===== src/rtl/cr_timer16.sv =====
module cr_timer16 #(
  parameter int ADDR_W   = 3,
  parameter int SLOW_DIV = 12,
  parameter int FAST_DIV = 6
) (
  input  logic              clk,
  input  logic              rst_n,
  input  logic              fast_mode,
  input  logic              cnt_pin,
  input  logic              strobe_pin,
  input  logic              bus_wr,
  input  logic [ADDR_W-1:0] bus_addr,
  input  logic [7:0]        bus_wdata,
  output logic [7:0]        bus_rdata,
  output logic              irq,
  output logic              ovf_pulse,
  output logic              rx_clk_sel,
  output logic              tx_clk_sel,
  output logic              clk_out_en
);
  localparam int PRE_W = $clog2(SLOW_DIV);
  localparam logic [PRE_W-1:0] SLOW_LAST = PRE_W'(SLOW_DIV - 1);
  localparam logic [PRE_W-1:0] FAST_LAST = PRE_W'(FAST_DIV - 1);
  localparam logic [ADDR_W-1:0] A_CTRL = ADDR_W'(0);
  localparam logic [ADDR_W-1:0] A_MODE = ADDR_W'(1);
  localparam logic [ADDR_W-1:0] A_CLO  = ADDR_W'(2);
  localparam logic [ADDR_W-1:0] A_CHI  = ADDR_W'(3);
  localparam logic [ADDR_W-1:0] A_RLO  = ADDR_W'(4);
  localparam logic [ADDR_W-1:0] A_RHI  = ADDR_W'(5);

  logic [7:0]       ctrl;
  logic [1:0]       mode;
  logic [15:0]      cnt, cnt_nx, cap;
  logic [2:0]       cs, ss;
  logic [PRE_W-1:0] pre;

  wire tf      = ctrl[7];
  wire exf     = ctrl[6];
  wire rclk    = ctrl[5];
  wire tclk    = ctrl[4];
  wire exen    = ctrl[3];
  wire run     = ctrl[2];
  wire ext_sel = ctrl[1];
  wire cp      = ctrl[0];
  wire dcen    = mode[0];

  wire baud        = rclk | tclk;
  wire reload_mode = baud | ~cp;
  wire up_down     = dcen & ~cp & ~baud;
  wire cnt_fall    = cs[2] & ~cs[1];
  wire st_fall     = ss[2] & ~ss[1];
  wire count_up    = ~up_down | ss[1];

  wire [PRE_W-1:0] pre_last = fast_mode ? FAST_LAST : SLOW_LAST;
  wire tick    = (pre >= pre_last);
  wire step    = run & (ext_sel ? cnt_fall : tick);
  wire wrap_up = step & count_up & (cnt == 16'hFFFF);
  wire wrap_dn = step & ~count_up & (cnt == cap);
  wire wrap    = wrap_up | wrap_dn;

  wire ext_evt    = st_fall & exen & ~baud & ~up_down;
  wire capt       = ext_evt & cp;
  wire ext_reload = ext_evt & ~cp;

  wire wr_ctrl = bus_wr && bus_addr == A_CTRL;
  wire wr_clo  = bus_wr && bus_addr == A_CLO;
  wire wr_chi  = bus_wr && bus_addr == A_CHI;

  assign irq        = tf | (exf & ~dcen);
  assign rx_clk_sel = rclk;
  assign tx_clk_sel = tclk;
  assign clk_out_en = mode[1];

  always_ff @(posedge clk or negedge rst_n)
    if (!rst_n) begin
      cs  <= 3'b111;
      ss  <= 3'b111;
      pre <= '0;
    end else begin
      cs  <= {cs[1:0], cnt_pin};
      ss  <= {ss[1:0], strobe_pin};
      pre <= tick ? '0 : pre + 1'b1;
    end

  always_comb begin
    cnt_nx = cnt;
    if (wrap_dn)      cnt_nx = 16'hFFFF;
    else if (wrap_up) cnt_nx = reload_mode ? cap : 16'h0000;
    else if (step)    cnt_nx = count_up ? cnt + 16'd1 : cnt - 16'd1;
    if (ext_reload)   cnt_nx = cap;
    if (wr_clo)       cnt_nx = {cnt[15:8], bus_wdata};
    if (wr_chi)       cnt_nx = {bus_wdata, cnt[7:0]};
  end

  always_ff @(posedge clk or negedge rst_n)
    if (!rst_n) begin
      ctrl      <= 8'h00;
      mode      <= 2'b00;
      cnt       <= 16'h0000;
      cap       <= 16'h0000;
      ovf_pulse <= 1'b0;
    end else begin
      cnt       <= cnt_nx;
      ovf_pulse <= wrap;
      if (wr_ctrl) ctrl <= bus_wdata;
      else begin
        if (wrap && !baud)            ctrl[7] <= 1'b1;
        if (ext_evt)                  ctrl[6] <= 1'b1;
        else if (wrap && up_down)     ctrl[6] <= ~exf;
      end
      if (bus_wr && bus_addr == A_MODE) mode <= bus_wdata[1:0];
      if (bus_wr && bus_addr == A_RLO)  cap[7:0] <= bus_wdata;
      else if (capt)                    cap[7:0] <= cnt[7:0];
      if (bus_wr && bus_addr == A_RHI)  cap[15:8] <= bus_wdata;
      else if (capt)                    cap[15:8] <= cnt[15:8];
    end

  always_comb begin
    case (bus_addr)
      A_CTRL:  bus_rdata = ctrl;
      A_MODE:  bus_rdata = {6'b0, mode};
      A_CLO:   bus_rdata = cnt[7:0];
      A_CHI:   bus_rdata = cnt[15:8];
      A_RLO:   bus_rdata = cap[7:0];
      A_RHI:   bus_rdata = cap[15:8];
      default: bus_rdata = 8'h00;
    endcase
  end

  AST_STOP_HOLDS: assert property (@(posedge clk) disable iff (!rst_n)
    (!run && !bus_wr && !(st_fall && exen)) |=> $stable(cnt));
  AST_CAP_HOLD: assert property (@(posedge clk) disable iff (!rst_n)
    (!bus_wr && !(st_fall && exen)) |=> $stable(cap));
  AST_RELOAD_TARGET: assert property (@(posedge clk) disable iff (!rst_n)
    (ovf_pulse && $past(reload_mode && !up_down && !bus_wr)) |-> (cnt == cap));
  AST_NO_TF_BAUD: assert property (@(posedge clk) disable iff (!rst_n)
    (baud && !wr_ctrl) |=> !$rose(ctrl[7]));
  AST_IRQ_MASK: assert property (@(posedge clk) disable iff (!rst_n)
    (dcen && !tf) |-> !irq);
  AST_PULSE_SINGLE: assert property (@(posedge clk) disable iff (!rst_n)
    ovf_pulse |=> !ovf_pulse);
endmodule


===== config.mk =====
export PLATFORM = sky130hd
export DESIGN_NAME = cr_timer16
export DESIGN_NICKNAME = d
export VERILOG_FILES = /design/src/rtl/cr_timer16.sv
export SDC_FILE = /design/constraint.sdc
export NUM_CORES = 1
export LEC_CHECK = 0
export BUFFER_PORTS_ARGS = -buffer_cell sky130_fd_sc_hd__buf_2
export CORE_MARGIN = 2
export CORE_UTILIZATION = 55
export DETAILED_ROUTE_END_ITERATION = 12
export GPL_TIMING_DRIVEN = 0
export HOLD_SLACK_MARGIN = 0.02
export PLACE_DENSITY = 0.74
export SYNTH_ARGS = -nofsm -noshare
export SYNTH_HDL_FRONTEND = slang
export SYNTH_SLANG_ARGS = --single-unit

===== constraint.sdc =====
create_clock -name clk -period 3.75 [get_ports clk]
set_input_delay 0.1875 -clock clk [delete_from_list [all_inputs] [get_ports clk]]
set_output_delay 0.1875 -clock clk [all_outputs]
set_load 0.02 [all_outputs]

# Yosys cells after proc, flatten, opt, wreduce, memory -nomap -nowiden
# Index checks and enable logic that the tools add are counted.
word_totals:
  regBits: 53
  latch_bits: 0
  mem_bits_rw: 0
  rom_bits: 0
  inputBits: 17
  out_inout_bits: 13
  elab_cells: 91
  memories: 0
op_classes:
  n_addsub: 3
  mul: 0
  div: 0
  n_lt_le_gt_ge: 1
  eq_ne: 8
  shift: 0
  n_mux: 20
  bitwise: 29
  n_reduce_logical: 18
ops:
  columns: ["cell", "count"]
  rows:
  - ["two-way mux 16 bit", 8]
  - ["case mux 8 bit (6 select lines)", 1]
  - ["two-way mux 8 bit", 4]
  - ["adder 16 x 1 -> 16 bit (second input constant)", 1]
  - ["equality test 16 bit", 1]
  - ["equality test 16 bit (second input constant)", 1]
  - ["subtractor 16 x 1 -> 16 bit (second input constant)", 1]
  - ["AND 1 bit", 15]
  - ["nonzero test 5 bit", 2]
  - ["NOT 1 bit", 9]
  - ["logical AND 1 bit", 8]
  - ["two-way mux 4 bit", 2]
  - ["equality test 3 x 2 -> 1 bit (second input constant)", 2]
  - ["equality test 3 bit (second input constant)", 2]
  - ["nonzero test 2 bit", 3]
  - ["OR 1 bit", 5]
  - ["adder 4 x 1 -> 4 bit (second input constant)", 1]
  - ["greater-or-equal comparator 4 bit", 1]
  - ["two-way mux 1 bit", 4]
  - ["AND reduction 2 bit", 2]
  - ["equality test 3 x 1 -> 1 bit (second input constant)", 1]
  - ["zero test 3 bit", 1]
  - ["nonzero test 3 bit", 1]
  - ["two-way mux 2 bit", 1]
  - ["other kinds (2)", 2]

# Depth between registers and ports, before layout
# Gate-level depths: netlist of the first run.
depth:
  word_depth: 13
  ltp_mapped: 12
  mapped_depth_nobuf: 11

# Worst setup path after synthesis of the first run
# Ideal clock, no wire load.
synth_timing:
  path_type: "register -> register"
  startpoint: "register ctrl[5]"
  endpoint: "register cnt[14]"
  setup_ns: 0.065
  arrival_ns: 3.127
  t_required_ns: 3.685
  setup_slack_ns: 0.558
  path_stages_with_launch: 12
  path_buffers: 0
  period_less_slack_ns: 3.192
  path_cell_list: "dfrtp_1 -> nor3_2 -> nand2_1 -> xnor2_1 -> ha_1 -> or3_1 -> nand2b_1 -> a221oi_2 -> o21bai_4 -> mux2_4 -> o41ai_2 -> a211o_1"
synth_between:
  elab_chain_cells: 12
  word_cells_on_any_way: 24
  cone_classes: "mux (8); bitwise (14); reduce/logical (2)"
synth_lines:
  columns: ["item", "line_no", "rtl"]
  rows:
  - ["start, declared", "31", "logic [7:0] ctrl;"]
  - ["start signal, assigned", "105", "if (wr_ctrl) ctrl <= bus_wdata;"]
  - ["OR 1 bit (*)", "47", "wire baud = rclk | tclk;"]
  - ["NOT 1 bit", "49, 61", null]
  - ["AND 1 bit", "49", "wire up_down = dcen & ~cp & ~baud;"]
  - ["NOT 1 bit", "52, 61", null]
  - ["OR 1 bit", "52", "wire count_up = ~up_down | ss[1];"]
  - ["two-way mux 16 bit, or another cell as far along (2 in a row)", "89", "else if (step) cnt_nx = count_up ? cnt + 16'd1 : cnt - 16'd1;"]
  - ["two-way mux 16 bit or AND 1 bit (tied branches)", "88, 58", null]
  - ["two-way mux 16 bit", "87", "if (wrap_dn) cnt_nx = 16'hFFFF;"]
  - ["two-way mux 16 bit", "90", "if (ext_reload) cnt_nx = cap;"]
  - ["two-way mux 16 bit", "91", "if (wr_clo) cnt_nx = {cnt[15:8], bus_wdata};"]
  - ["two-way mux 16 bit", "92", "if (wr_chi) cnt_nx = {bus_wdata, cnt[7:0]};"]
  - ["end signal, assigned", "103", "cnt <= cnt_nx;"]
  - ["end, declared", "33", "logic [15:0] cnt, cnt_nx, cap;"]
# Every way passes the cells marked *; elsewhere a longest branch is shown, timed or not. The select of a mux whose other input is x is not followed.
# A chain may end at the register's enable or synchronous reset.

# Worst setup path after layout of the first run
# Same ends and word-level chain as after synthesis.

==> results of run 1 <==
==> where the power goes <==
| group | internal, mW | leakage, nW | switching, mW |
|---|---|---|---|
| registers | 0.757 | 0.610 | 0.234 |
| clock network | 0.154 | 0.0518 | 0.208 |
| logic | 0.615 | 1.23 | 0.950 |
| total | 1.53 | 1.90 | 1.39 |
==> cell families (layout without fill, tap and decap cells) <==
group | after synthesis | count (layout) | share of synthesized area (%)
adders and majority gates | 5 | 5 | 1.510
AOI/OAI and AO/OA | 133 | 133 | 21.66
muxes | 39 | 39 | 9.936
xor gates and xnor gates | 31 | 31 | 6.554
and+or+nand+nor | 183 | 183 | 22.80
DFF | 53 | 53 | 32.20
buffers and inverters | 50 | 88 | 5.346
==> metrics by stage <==
| step | utilization (%) | std cells |
|---|---|---|
| after CTS | 62.11 | 631 |
| after detailed placement | 60.43 | 621 |
| final | 62.23 | 631 |
| after global routing | 62.23 | 631 |
| after floorplan | - | 494 |
| after global placement | 60.43 | 621 |
==> path summary, 6_finish.rpt <==
check                           slack, ps  endpoint         start  depth (start not counted)
worst max-delay path                  200   cnt[14]       ctrl[5]                         11
worst min-delay path                  100    pre[1]         rst_n                          1
worst max register to register        200   cnt[14]       ctrl[5]                         11
worst min register to register        360     ss[1]         ss[0]                          0
max in group asynchronous            2930   cnt[11]         rst_n                          1
min in group clk                      200    cnt[4]  bus_wdata[4]                          3
==> state kept, by name (all words and copies together) (netlist names) <==
| register | cells |
|---|---|
| mode | 2 |
| cs | 3 |
| ovf_pulse | 1 |
| ctrl | 8 |
| cnt | 16 |
| cap | 16 |
| pre | 4 |
| ss | 3 |
==> final cells by class <==
class                   count  area share, %
clock inverters             2         0.3860
flip-flops and latches     53          29.39
plain buffers              41          4.136
clock buffers               6          1.820
well taps                  99          2.730
inverters                   9         0.7444
multi-input cells         391          57.26
repair buffers             30          3.529
==> worst max-delay path, cell delays in order (launching register included) <==
cell	delay [ps]
dfrtp_1	470
nor3_4	390
nand2_2	240
xnor2_1	180
ha_1	250
or3_1	380
nand2b_1	180
a221oi_2	460
o21bai_4	230
mux2_4	320
o41ai_2	270
a211o_1	130
==> timing repair <==
action,CTS,global route
endpoints found under the hold margin,2,0
gates cloned,0,0
resized for setup,1,2
hold buffers,2,0
endpoints found under the setup margin,1,1
==> cells in the final DEF (no fill, tap or decap), drive strengths merged, types with 5 or more instances in the layout <==
| master | n |
|---|---|
| nor2 | 52 |
| dfrtp | 47 |
| buf | 44 |
| nand2 | 37 |
| o21ai | 35 |
| a21oi | 33 |
| clkbuf | 31 |
| xnor2 | 27 |
| mux2i | 25 |
| nand3 | 20 |
| nor3 | 18 |
| mux2 | 14 |
| inv | 10 |
| nor4 | 9 |
| and3 | 8 |
| nand4 | 8 |
| a211oi | 8 |
| a22oi | 6 |
| dfstp | 6 |
| o22ai | 5 |
| a31oi | 5 |
| or3 | 5 |
| ha | 5 |
| or2 | 5 |
| o211ai | 5 |
==> per-layer routing <==
metal / up-vias / GRT usage, % / wire [µm]
li1: 1885 / - / -
met1: 2000 / 48.83 / 5869
met2: 278 / 55.97 / 6544
met3: 46 / 5.092 / 1411
met4: 0 / 14.27 / 493
met5: - / 0 / 0
==> summary.txt, run 1 <==
Setup path
  • Required @ worst endpoint: 4010 ps
  • Critical path class: flop to flop
  • CP arrival: 3820 ps
  • Crit. End Element: flop
  • Startpoint types: flop
  • Largest fanout on the critical path: 7

Worst hold path
  • Worst hold path type: input port to async pin

Job
  • Max cap viols: 0

Synth
  • Synth cell types: 70
  • Syn avg cell area: 8.386 µm²
  • Share of the synthesized area in the top cell type: 28.39%
  • Ys Warns: 0
  • Area leader, netlist: dfrtp_1
  • Most frequent cell after synthesis: nor2_1
  • Seq cells post-synth: 53
  • EDFF count, synth: 0
  • Ranking of synthesized cells by area: dfrtp_1 28%, mux2i_1 6.0%, xnor2_1 5.7%
  • Seq/Total Area, Yosys: 32.20%
  • Top FF cell, synth: dfrtp_1
  • Top cells by count, synth: 51 x nor2_1, 47 x dfrtp_1, 37 x nand2_1
  • Synth Net Count: 516
  • Post-Syn Instances: 494
  • Mapped cell area: 0.004143 mm²
  • Async S/R FF share, synth: 100.0%

STA
  • Min Tclk post-route: 3551 ps
  • RSZ-0062 raised after global routing: no
  • Crit share post-route: 94.70%
  • Worst-margin pin slew: 1176 ps
  • Slew Limit Fails: 0
  • Slew margin rel.: 21.58%
  • Worst Skew: 5.763 ps
  • Peak Freq: 281.6 MHz
  • Hold WS: 99.58 ps
  • Final hold vios: 0
  • Setup WS post-layout: 198.8 ps
  • Setup violators final: 0
  • Setup TNS: 0 ps

Clocking
  • H-tree depth: 2
  • Root Driver: clkbuf_8
  • Skew-Pair Late Insertion Delay: 320 ps
  • CTS buffer count: 5
  • CTS tree: yes
  • Max Root-Sink Buffers: 2
  • CTS Sinks: 53
  • Clock transition at the registers of the reported paths: 100 ps
  • Buffer count from post-CTS setup fixing: 0

Detailed routing
  • Residual DRC: 0
  • Iter 0 DRT Violations: 416
  • Vias/cell: 6.670
  • Post-Route WL: 14.32 mm
  • Routed len/inst: 22.69 µm
  • TritonRoute pass-1 iters: 7
  • Final ANT Viol Nets: 0
  • DR vias: 4209

Cells and area
  • N_diodes: 0
  • Multi-input combinational cell area: 0.002599 mm²
  • Fin area: 0.004538 mm²
  • Layout cells sized above 1: 16.73%
  • FILL cells: 677
  • Final nets: 553
  • Storage element area: 0.001334 mm²
  • Area delta synth->final: 9.544%

Floorplanning
  • Die H: 90.79 µm
  • Core ar.: 0.007292 mm²
  • Rows: 31
  • I/O pin total: 30
  • Initial core utilization: 56.81%
  • Die area: 0.008243 mm²
  • Die X: 90.79 µm

GRT
  • Vias in the first global route: 4097
  • First-pass GRT wire length: 22.54 mm
  • GR Util All Layers: 35.34%
  • Grt ovf: 0
  • Initial antenna violation count: 0
  • Largest net degree at the start of global routing: 54

Placed design
  • HPWL Detailed: 10.52 mm
  • Gpl congestion: 0.9632
  • Worst slack at placement: 47.79 ps
  • Placed Area: 0.004407 mm²
  • # port buffers: 28

Status
  • Outcome: finished, final reports clean

Power
  • Peak VDD IR: 0.0003912 V
  • Leak: 1.896 nW
  • Total power: 2.918 mW
  • Power per cell area: 643.1 mW/mm²
Power figures use the tool's default switching activity.
==> inputs of run 2 (changes only) <==
RECOVER_POWER = 100   (was not set)
==> run 2 against run 1 <==
  * The run now ends with max-capacitance violations, max-slew violations left
  * Final area fell by 0.72%
  * Hold slack improved by 110 ps
  * Critical path depth did not move
  * Final cell count did not move
  * Non-clock buffer count did not move
  * Global-route usage did not move
==> summary.txt, run 2 (synthesized netlist as in run 1, its figures left out) <==
Floorplanning
  • Core ar.: 0.007292 mm²
  • I/O pin total: 30
  • Rows: 31
  • Initial core utilization: 56.81%
  • Die X: 90.79 µm
  • Die H: 90.79 µm
  • Die area: 0.008243 mm²

STA
  • Final hold vios: 0
  • Worst Skew: 4.494 ps
  • Hold WS: 205.3 ps
  • Slew Limit Fails: 54
  • Setup violators final: 0
  • Peak Freq: 280.4 MHz
  • RSZ-0062 raised after global routing: no
  • Crit share post-route: 95.10%
  • Worst-margin pin slew: 2889 ps
  • Setup WS post-layout: 183.9 ps
  • Setup TNS: 0 ps
  • Min Tclk post-route: 3566 ps
  • Slew margin rel.: -92.62%

Power
  • Clock power frac: 12.3%
  • Power Internal: 1.516 mW
  • Combinational power share: 53.5%
  • Power per cell area: 644.6 mW/mm²
  • Leak: 1.845 nW
  • Reg power frac: 34.1%
  • Switch Pwr: 1.388 mW
  • Sw Share: 47.79%
  • Total power: 2.904 mW
  • Peak VDD IR: 0.0003905 V

Setup path
  • Startpoint types: flop
  • CP arrival: 3830 ps
  • Required @ worst endpoint: 4010 ps
  • CP max-delay cell: dfrtp_1
  • Crit-path leading delay family: simple AND/OR/NAND/NOR gates
  • Critical path class: flop to flop
  • Setup slack, reg-to-reg: 180 ps
  • CP bufs+invs: 0
  • CP Cell Sequence: nor3_4, nand2_2, xnor2_1, ha_1, or3_1, nand2b_1, a221oi_2, o21bai_2, mux2_4, o41ai_2, a211o_1
  • Crit. End Element: flop
  • Largest fanout on the critical path: 7
  • Slowest cell delay on critical path: 470 ps

GRT
  • Vias in the first global route: 4097
  • GR Util All Layers: 35.34%
  • Grt ovf: 0
  • Largest net degree at the start of global routing: 54
  • Initial antenna violation count: 0
  • First-pass GRT wire length: 22.54 mm

Cells and area
  • Top flop regs: cap (16), cnt (16), ctrl (8)
  • Layout Cells excl Fill: 631
  • N_diodes: 0
  • Final nets: 553
  • Most frequent cells in the layout: 51 x nor2_1, 47 x dfrtp_1, 40 x clkbuf_1
  • Layout cells sized above 1: 13.53%
  • Most common cell after layout, fill and taps aside: nor2_1
  • Area delta synth->final: 8.759%

Detailed routing
  • Vias/cell: 6.681
  • Final ANT Viol Nets: 0
  • Post-Route WL: 14.35 mm
  • Routed len/inst: 22.74 µm
  • TritonRoute pass-1 iters: 5
  • Iter 0 DRT Violations: 425
  • DR vias: 4216
  • Residual DRC: 0

Placed design
  • Worst slack at placement: 47.79 ps
  • # port buffers: 28
  • Placed insts: 621
  • HPWL Detailed: 10.52 mm
  • Gpl congestion: 0.9632

Clocking
  • Buffer count from post-CTS setup fixing: 0
  • Max Root-Sink Buffers: 2
  • CTS Sinks: 53
  • H-tree depth: 2
  • CTS tree: yes
  • Clock transition at the registers of the reported paths: 100 ps
  • Skew-Pair Late Insertion Delay: 310 ps
  • CTS buffer count: 5
  • Root Driver: clkbuf_8

Worst hold path
  • Worst hold path type: input port to flop

Status
  • Outcome: finished with violations
  • Failing checks: max-capacitance violations, max-slew violations

Job
  • Max cap viols: 1
## run 2: changes by cell type in the layout (fill, tap and decap cells not counted), sizes merged
cell	delta
clkbuf	+16
buf	-16
## run 2: tightest hold or removal path, cell delays in order
cell and delay (ps):
buf_2 160, nand2_1 70, o21ai_1 60
## run 2: worst paths after layout
| check | startpoint | endpoint | cells past startpoint |
|---|---|---|---|
| min in group asynchronous | rst_n | pre[1] | 1 |
| setup reg to reg | ctrl[5] | cnt[14] | 11 |
| hold / removal | bus_wdata[4] | cnt[4] | 3 |
| hold reg to reg | ss[0] | ss[1] | 0 |
| setup / recovery | ctrl[5] | cnt[14] | 11 |
| max in group asynchronous | rst_n | cnt[11] | 1 |
## run 2: metal layers
metal  global-route usage [%]  up-vias  share of wire [%]  wire length (µm)
met1                    48.83     2011                 41              5939
met5                        0        -                  0                 0
met4                    14.27        0                3.5               500
li1                         -     1894                  -                 -
met3                    5.092       48                9.6              1374
met2                    55.97      263                 46              6533
## run 2: stage by stage
step                      instance area, µm²  util (%)
after global routing                    4506     61.79
after global placement                  4407     60.43
final                                   4506     61.79
after CTS                               4529     62.11
after floorplan                         4143         -
after detailed placement                4407     60.43
## run 2: power groups by stage
| stage | Clock (mW) | Combinational [mW] | Sequential [mW] |
|---|---|---|---|
| final | 0.358 | 1.56 | 0.991 |
| after global routing | 0.391 | 1.68 | 1.01 |
| after CTS | 0.367 | 1.53 | 0.977 |
| after detailed placement | 0 | 1.52 | 0.989 |
| after global placement | 0 | 1.48 | 0.983 |
| after floorplan | 0 | 1.12 | 0.914 |
## run 2: what timing repair did
item                                   CTS  global route
setup endpoints to repair                1             1
gates cloned                             0             0
resized for setup                        1             2
hold buffers                             2             0
endpoints found under the hold margin    2             0
## run 2: area by class of cell
cell class	instances	area, µm²
inverter	9	33.78
fill	690	2786
timing repair buffer	30	142.6
buffer	41	186.4
tap	99	123.9
multi-input combinational	391	2585
sequential	53	1334
clock buffer	6	82.58
clock inverter	2	17.52
